## config.mk

```make
export PLATFORM = sky130hd
export DESIGN_NAME = irq_prio_resolver
export DESIGN_NICKNAME = d
export VERILOG_FILES = /design/src/rtl/irq_res_pkg.sv /design/src/rtl/irq_cand_filter.sv /design/src/rtl/irq_prio_tree.sv /design/src/rtl/irq_agree_ctrl.sv /design/src/rtl/irq_prio_resolver.sv
export SDC_FILE = /design/constraint.sdc
export NUM_CORES = 2
export LEC_CHECK = 0
export BUFFER_PORTS_ARGS = -buffer_cell sky130_fd_sc_hd__clkbuf_2
export CELL_PAD_IN_SITES_DETAIL_PLACEMENT = 2
export CELL_PAD_IN_SITES_GLOBAL_PLACEMENT = 2
export CORE_ASPECT_RATIO = 1.4
export CORE_MARGIN = 2
export CORE_UTILIZATION = 29
export CTS_CLUSTER_DIAMETER = 60
export DETAILED_ROUTE_END_ITERATION = 10
export MAX_ROUTING_LAYER = met4
export PLACE_DENSITY = 0.78
export SETUP_SLACK_MARGIN = 0.3
export SLEW_MARGIN = 10
export SYNTH_ARGS = -nofsm -noshare
export SYNTH_HDL_FRONTEND = slang
export SYNTH_SLANG_ARGS = --single-unit
```

## constraint.sdc

```tcl
create_clock -name clk -period 16.3 [get_ports clk]
set_input_delay 2.445 -clock clk [delete_from_list [all_inputs] [get_ports clk]]
set_output_delay 2.445 -clock clk [all_outputs]
set_load 0.02 [all_outputs]
```

## src/rtl/irq_res_pkg.sv

```systemverilog
// Package: shared constants and helpers for the interrupt priority resolver.
// Assumes: lines come in banks of a fixed size of 32.
package irq_res_pkg;

    localparam int unsigned LINES_PER_BANK = 32;

    typedef enum logic {
        CLS_IRQ = 1'b0,
        CLS_FIQ = 1'b1
    } irq_class_e;

    // Tie-break rule for one tree node: the right (higher-numbered) child wins on equal priority.
    function automatic logic right_beats_left(input logic l_vld, input logic r_vld,
                                              input int unsigned l_prio, input int unsigned r_prio);
        return r_vld && (!l_vld || (r_prio <= l_prio));
    endfunction

endpackage

```

## src/rtl/irq_cand_filter.sv

```systemverilog
// Module: irq_cand_filter
// Works out, for every line, whether it is eligible in the IRQ class and in the FIQ class.
// Assumes: mask bit 1 blocks a line; class bit 1 selects FIQ.
module irq_cand_filter #(
    parameter int unsigned NLINES = 96
) (
    input  logic [NLINES-1:0] pend_i,
    input  logic [NLINES-1:0] mask_i,
    input  logic [NLINES-1:0] fiq_sel_i,
    output logic [NLINES-1:0] cand_irq_o,
    output logic [NLINES-1:0] cand_fiq_o
);

    // Purpose: split the unmasked pending lines by class.
    always_comb begin
        cand_irq_o = pend_i & ~mask_i & ~fiq_sel_i;
        cand_fiq_o = pend_i & ~mask_i &  fiq_sel_i;
    end

endmodule

```

## src/rtl/irq_prio_tree.sv

```systemverilog
// Module: irq_prio_tree
// A binary comparison tree that picks the eligible line with the smallest priority,
// with ties going to the higher line number. The result is registered once at the root.
// Assumes: the leaves are padded up to a power of two with invalid entries.
module irq_prio_tree
    import irq_res_pkg::*;
#(
    parameter int unsigned NLINES = 96,
    parameter int unsigned PRIO_W = 6,
    localparam int unsigned CODE_W = $clog2(NLINES),
    localparam int unsigned LEAVES = 1 << CODE_W,
    localparam int unsigned NODES  = 2 * LEAVES - 1
) (
    input  logic                     clk,
    input  logic                     rst_n,
    input  logic [NLINES-1:0]        cand_i,
    input  logic [NLINES*PRIO_W-1:0] prio_i,
    output logic                     win_vld_o,
    output logic [CODE_W-1:0]        win_code_o
);

    logic              n_vld  [NODES];
    logic [PRIO_W-1:0] n_prio [NODES];
    logic [CODE_W-1:0] n_idx  [NODES];

    // Leaves: real lines carry their inputs, padding leaves are never valid.
    for (genvar i = 0; i < LEAVES; i++) begin : g_leaf
        if (i < NLINES) begin : g_real
            assign n_vld[LEAVES-1+i]  = cand_i[i];
            assign n_prio[LEAVES-1+i] = prio_i[i*PRIO_W +: PRIO_W];
        end else begin : g_pad
            assign n_vld[LEAVES-1+i]  = 1'b0;
            assign n_prio[LEAVES-1+i] = '1;
        end
        assign n_idx[LEAVES-1+i] = CODE_W'(i);
    end

    // Inner nodes: each one keeps the better of its lower-index and higher-index child.
    for (genvar n = 0; n < LEAVES - 1; n++) begin : g_node
        logic take_r;
        assign take_r    = right_beats_left(n_vld[2*n+1], n_vld[2*n+2],
                                            int'(n_prio[2*n+1]), int'(n_prio[2*n+2]));
        assign n_vld[n]  = n_vld[2*n+1] | n_vld[2*n+2];
        assign n_prio[n] = take_r ? n_prio[2*n+2] : n_prio[2*n+1];
        assign n_idx[n]  = take_r ? n_idx[2*n+2]  : n_idx[2*n+1];
    end

    // Purpose: register the root result; the code reads 0 when there is no winner.
    always_ff @(posedge clk) begin
        if (!rst_n) begin
            win_vld_o  <= 1'b0;
            win_code_o <= '0;
        end else begin
            win_vld_o  <= n_vld[0];
            win_code_o <= n_vld[0] ? n_idx[0] : '0;
        end
    end

    // with no eligible line in the previous cycle there is no winner now.
    a_r1_empty_no_win: assert property (@(posedge clk) disable iff (!rst_n)
        ($past(cand_i) == '0) |-> !win_vld_o);

    // a registered winner was an eligible line in the previous cycle.
    a_r1_win_is_cand: assert property (@(posedge clk) disable iff (!rst_n)
        win_vld_o |-> (($past(cand_i) >> win_code_o) & NLINES'(1)) != '0);

endmodule

```

## src/rtl/irq_agree_ctrl.sv

```systemverilog
// Module: irq_agree_ctrl
// Agreement handshake for one class: it latches the resolver result once per rearm
// and holds the request and the code until the next rearm.
// Assumes: rearm_i is a one-cycle pulse; if it meets a capture condition, the rearm wins.
module irq_agree_ctrl #(
    parameter int unsigned CODE_W = 7
) (
    input  logic              clk,
    input  logic              rst_n,
    input  logic              win_vld_i,
    input  logic [CODE_W-1:0] win_code_i,
    input  logic              global_en_i,
    input  logic              rearm_i,
    output logic              req_o,
    output logic [CODE_W-1:0] code_o
);

    logic armed_q;
    logic take;

    // Purpose: the capture condition of the handshake.
    always_comb take = armed_q && win_vld_i && global_en_i;

    // Purpose: arm, capture and hold state of one class.
    always_ff @(posedge clk) begin
        if (!rst_n) begin
            armed_q <= 1'b1;
            req_o   <= 1'b0;
            code_o  <= '0;
        end else if (rearm_i) begin
            armed_q <= 1'b1;
            req_o   <= 1'b0;
        end else if (take) begin
            armed_q <= 1'b0;
            req_o   <= 1'b1;
            code_o  <= win_code_i;
        end
    end

    // a capture disarms the class, raises the request and takes the winner's code.
    a_r5_capture: assert property (@(posedge clk) disable iff (!rst_n)
        (armed_q && win_vld_i && global_en_i && !rearm_i) |=>
            (!armed_q && req_o && code_o == $past(win_code_i)));

    // an armed class never shows a raised request.
    a_r5_arm_excl: assert property (@(posedge clk) disable iff (!rst_n)
        !(armed_q && req_o));

    // a disarmed class holds its code and request until a rearm.
    a_r6_hold: assert property (@(posedge clk) disable iff (!rst_n)
        (!armed_q && !rearm_i) |=> ($stable(code_o) && $stable(req_o)));

    // a rearm drops the request and arms the class.
    a_r7_rearm: assert property (@(posedge clk) disable iff (!rst_n)
        rearm_i |=> (armed_q && !req_o));

endmodule

```

## src/rtl/irq_prio_resolver.sv

```systemverilog
// Module: irq_prio_resolver (top)
// Resolves the winning IRQ line and FIQ line across NUM_BANKS banks of 32 lines,
// and runs a separate agreement handshake for each class.
// Assumes: inputs are synchronous to clk; NUM_BANKS is 1..3; PRIO_W is 5 or 6.
module irq_prio_resolver
    import irq_res_pkg::*;
#(
    parameter int unsigned NUM_BANKS = 3,
    parameter int unsigned PRIO_W    = 6,
    localparam int unsigned NLINES   = NUM_BANKS * LINES_PER_BANK,
    localparam int unsigned CODE_W   = $clog2(NLINES)
) (
    input  logic                     clk,
    input  logic                     rst_n,
    input  logic [NLINES-1:0]        pend_i,
    input  logic [NLINES-1:0]        mask_i,
    input  logic [NLINES-1:0]        fiq_sel_i,
    input  logic [NLINES*PRIO_W-1:0] prio_i,
    input  logic                     global_en_i,
    input  logic                     rearm_irq_i,
    input  logic                     rearm_fiq_i,
    output logic                     irq_req_o,
    output logic [CODE_W-1:0]        irq_code_o,
    output logic                     fiq_req_o,
    output logic [CODE_W-1:0]        fiq_code_o
);

    logic [NLINES-1:0] cand [2];
    logic              win_vld  [2];
    logic [CODE_W-1:0] win_code [2];
    logic              rearm    [2];
    logic              req      [2];
    logic [CODE_W-1:0] code     [2];

    irq_cand_filter #(.NLINES(NLINES)) u_filter (
        .pend_i     (pend_i),
        .mask_i     (mask_i),
        .fiq_sel_i  (fiq_sel_i),
        .cand_irq_o (cand[CLS_IRQ]),
        .cand_fiq_o (cand[CLS_FIQ])
    );

    assign rearm[CLS_IRQ] = rearm_irq_i;
    assign rearm[CLS_FIQ] = rearm_fiq_i;

    // One resolver tree and one handshake per class.
    for (genvar c = 0; c < 2; c++) begin : g_cls
        irq_prio_tree #(.NLINES(NLINES), .PRIO_W(PRIO_W)) u_tree (
            .clk        (clk),
            .rst_n      (rst_n),
            .cand_i     (cand[c]),
            .prio_i     (prio_i),
            .win_vld_o  (win_vld[c]),
            .win_code_o (win_code[c])
        );

        irq_agree_ctrl #(.CODE_W(CODE_W)) u_agree (
            .clk         (clk),
            .rst_n       (rst_n),
            .win_vld_i   (win_vld[c]),
            .win_code_i  (win_code[c]),
            .global_en_i (global_en_i),
            .rearm_i     (rearm[c]),
            .req_o       (req[c]),
            .code_o      (code[c])
        );
    end

    assign irq_req_o  = req[CLS_IRQ];
    assign irq_code_o = code[CLS_IRQ];
    assign fiq_req_o  = req[CLS_FIQ];
    assign fiq_code_o = code[CLS_FIQ];

    // rearming only FIQ leaves the IRQ outputs untouched on the next edge, if IRQ is held.
    a_r8_irq_indep: assert property (@(posedge clk) disable iff (!rst_n)
        (rearm_fiq_i && !rearm_irq_i && irq_req_o) |=> ($stable(irq_code_o) && irq_req_o));

endmodule

```

==> impl_metrics.ini <==
[die]
floorplan.core_area_um2 = 139000
placement_rows = 162
die_y_extent_um = 448
initial_utilization_pct = 29.3
die_width_um = 321
die_area_um2 = 144000
boundaryPins = 885

[final_layout]
area.growth.synth_to_final_pct = 21.3
final_util_pct = 35.5
final_cells = 8714
mostFrequentLayoutCell = sky130_fd_sc_hd__clkbuf_2
final_cell_mix = sky130_fd_sc_hd__clkbuf_2 (883), sky130_fd_sc_hd__ha_1 (783), sky130_fd_sc_hd__inv_1 (665)
drive_above_1_share_pct = 21.8
finish.net_count = 8500

[timing]
final.setup_skew_ps = 5.89
total_count_of_max_transition_violations_in_the_final_report = 0
tightest_slew_ps = 1330
hold-worst-slack_ps = 460
timing.slew.headroom_pct = 10.8
fin_tns_setup_ps = 0
clock.fmax_mhz = 64.8
timing.final.setup_violations = 0
unrepaired_setup_endpoints_after_global_routing = no
finalCritPeriodShare_pct = 94.6
finalHoldViolCount = 0
post-route-min-period_ps = 15420

[synth]
synth-seq-cells = 34
synth.cell_area_um2 = 40800
synth_cell_types = 101
postSynth.asyncResetShare_pct = 0
postSynth.topFlopCell = sky130_fd_sc_hd__dfxtp_1
yosys.area.top_type = sky130_fd_sc_hd__ha_1
synth-seq-area-share_pct = 1.67
synth_cells = 5892
yosysWarnings = 0
syn_area_per_cell_um2 = 6.93
synth_area_leaders = sky130_fd_sc_hd__ha_1 (24%), sky130_fd_sc_hd__mux2i_1 (11%), sky130_fd_sc_hd__inv_1 (6.2%)
synth_top_cell_area_share_pct = 24.0
syn_nets = 7545
number_of_enable_flip_flop_cells_after_synthesis = 0

[setup_path]
depth_of_the_worst_register_to_register_path = 4
setup.reg_to_reg.worst_slack_ps = 14860
setup.worst_path.start = prio_i[349]
crit_path_end_kind = flip-flop
crit_path_top_delay_cell = sky130_fd_sc_hd__a221o_1
timing.critical_path.buf_inv = 9
worst_path_most_repeated_cell = sky130_fd_sc_hd__o21a_1
worst-endpoint-required_ps = 16460
startpoint_type = input pin
critical_path_class = in2reg
cp_max_stage_delay_ps = 360
cell_class_contributing_the_biggest_share_of_worst_path_delay = compound AO/OA/AOI/OAI gates
rr_startpoint = g_cls[1].u_tree.win_vld_o$_SDFF_PN0_
worstPathMaxFanout = 8
cp_data_arrival_time_ps = 15590
worst_r2r_endpoint = g_cls[1].u_agree.code_o[2]$_SDFFE_PN0P_

[placed_design]
hpwl_after_detailed_placement_mm = 197
place.gp.congestion = 0.991
dp_cells = 8576
numPortBuffers = 884

[drt]
detail_route.first_pass.iterations = 5
drt-total-wl_mm = 218
detail-route-antenna-nets = 0
routed_via_density = 5.67
wl_per_cell_um = 25.1
route.vias.total = 49365
drc = 0
drt-initial-drc-count = 1716

[clocking]
cts_hold_buf = 0
cts_made_buffers = 5
clock_sink_count = 34
worst_skew_pair.late_latency_ps = 280
cts.path.max_buffers = 2
cts_max_level = 2
tritoncts = done
cts_root_buf = sky130_fd_sc_hd__clkbuf_16
path_clk_slew_ps = 60

[power]
power_mw = 3.80
pwr_density_cell_nw_per_um2 = 76.8
leakage_nw = 24.9
vdd_ir_drop_max_uv = 84.2

[job]
maxcap_viol_count = 0

[global_routing]
grt_first_pass_wirelength_mm = 320
grt_max_degree = 24
globalRouteOverflowTotal = 0
grt.total_usage_pct = 29.5
number_of_global_route_vias_before_repair = 53511
grt_antenna_before_repair = 66

[status]
result_of_the_run = finished clean

[min_path]
min_from = g_cls[1].u_tree.win_code_o[6]$_SDFF_PN0_
hold-path-cell-count = 2
holdPathEnd = g_cls[1].u_agree.code_o[6]$_SDFFE_PN0P_
min-delay-path-class = reg2reg
==> how the worst max path moves through the flow <==
stage | end | depth (start not counted)
2_1_floorplan | g_cls[0].u_tree.win_code_o[1]$_SDFF_PN0_ | 79
3_3_place_gp | g_cls[0].u_tree.win_code_o[1]$_SDFF_PN0_ | 74
3_5_place_dp | g_cls[0].u_tree.win_code_o[1]$_SDFF_PN0_ | 79
4_1_cts | g_cls[0].u_tree.win_code_o[3]$_SDFF_PN0_ | 80
5_1_grt | g_cls[0].u_tree.win_code_o[3]$_SDFF_PN0_ | 77
6_report | g_cls[0].u_tree.win_code_o[1]$_SDFF_PN0_ | 74
==> where the power goes <==
part	leakage, nW	switching [mW]	internal (mW)
clock network	0.0733	0.0385	0.0605
logic	24.6	2.14	1.45
registers	0.279	0.00662	0.103
==> area by class of cell <==
class / count / area, µm²
clock inverters: 2 / 12.5
inverters: 670 / 2530
repair buffers: 1072 / 5860
flip-flops and latches: 34 / 681
clock buffers: 6 / 139
diodes: 62 / 155
well taps: 1804 / 2260
multi-input cells: 5062 / 37900
fillers: 16986 / 89900
repair inverters: 2 / 15.0
==> metrics by stage <==
step	instance area, µm²	setup WS, ps
after global placement	48000	88.7
after global routing	49500	162
after CTS	48200	315
after detailed placement	48000	-634
after floorplan	40800	911
final	49500	876
==> cell families (layout without fill, tap and decap cells) <==
kind of cell | count (synthesis) | count (layout) | synth area share (%)
flip-flops | 34 | 34 | 1.67
AO/OA/AOI/OAI | 1726 | 1727 | 27.1
other | 0 | 62 | 0
multiplexers | 606 | 606 | 15.5
adder cells (fa/ha/maj) | 797 | 797 | 24.4
buffers and inverters | 798 | 1752 | 7.39
AND/OR/NAND/NOR | 1895 | 1896 | 23.2
XOR/XNOR | 36 | 36 | 0.772
==> registers in the layout (all words and copies together), names as in the netlist <==
name	flops
g_cls.u_agree.armed_q	2
g_cls.u_agree.code_o	14
g_cls.u_agree.req_o	2
g_cls.u_tree.win_code_o	14
g_cls.u_tree.win_vld_o	2
==> metal layers <==
metal	vias up	global-route usage (%)	wire length, µm
li1	23432	-	-
met3	367	3.89	8470
met2	1045	55.9	115000
met4	0	11.3	10300
met1	24521	30.6	84700
met5	-	-	0
==> cell usage after synthesis, types with 40 or more instances <==
| cell | number |
|---|---|
| sky130_fd_sc_hd__a211oi_1 | 48 |
| sky130_fd_sc_hd__a21o_1 | 40 |
| sky130_fd_sc_hd__a21oi_1 | 490 |
| sky130_fd_sc_hd__a31oi_1 | 54 |
| sky130_fd_sc_hd__and2_1 | 54 |
| sky130_fd_sc_hd__clkbuf_1 | 110 |
| sky130_fd_sc_hd__ha_1 | 784 |
| sky130_fd_sc_hd__inv_1 | 669 |
| sky130_fd_sc_hd__mux2_2 | 166 |
| sky130_fd_sc_hd__mux2i_1 | 435 |
| sky130_fd_sc_hd__nand2_1 | 515 |
| sky130_fd_sc_hd__nand2b_1 | 98 |
| sky130_fd_sc_hd__nand3_1 | 76 |
| sky130_fd_sc_hd__nand3b_1 | 64 |
| sky130_fd_sc_hd__nand4_1 | 117 |
| sky130_fd_sc_hd__nor2_1 | 517 |
| sky130_fd_sc_hd__nor2b_1 | 180 |
| sky130_fd_sc_hd__nor3_1 | 45 |
| sky130_fd_sc_hd__nor3b_1 | 51 |
| sky130_fd_sc_hd__o211ai_1 | 47 |
| sky130_fd_sc_hd__o21a_1 | 217 |
| sky130_fd_sc_hd__o21ai_0 | 415 |
==> worst reg2reg max path: cells and delay by family, from the launching register on <==
family	cells	cell delay (ps)
DFF	1	330
AOI/OAI and AO/OA	1	210
and+or+nand+nor	3	820
==> timing repair <==
| item | in CTS | in global routing |
|---|---|---|
| gates resized for setup | 15 | 198 |
| gates cloned | 0 | 4 |
| setup buffers | 6 | 58 |
| endpoints found under the setup margin | 8 | 14 |
| pin swaps | 4 | 39 |
No activity file was read; power rests on OpenSTA's default activity.
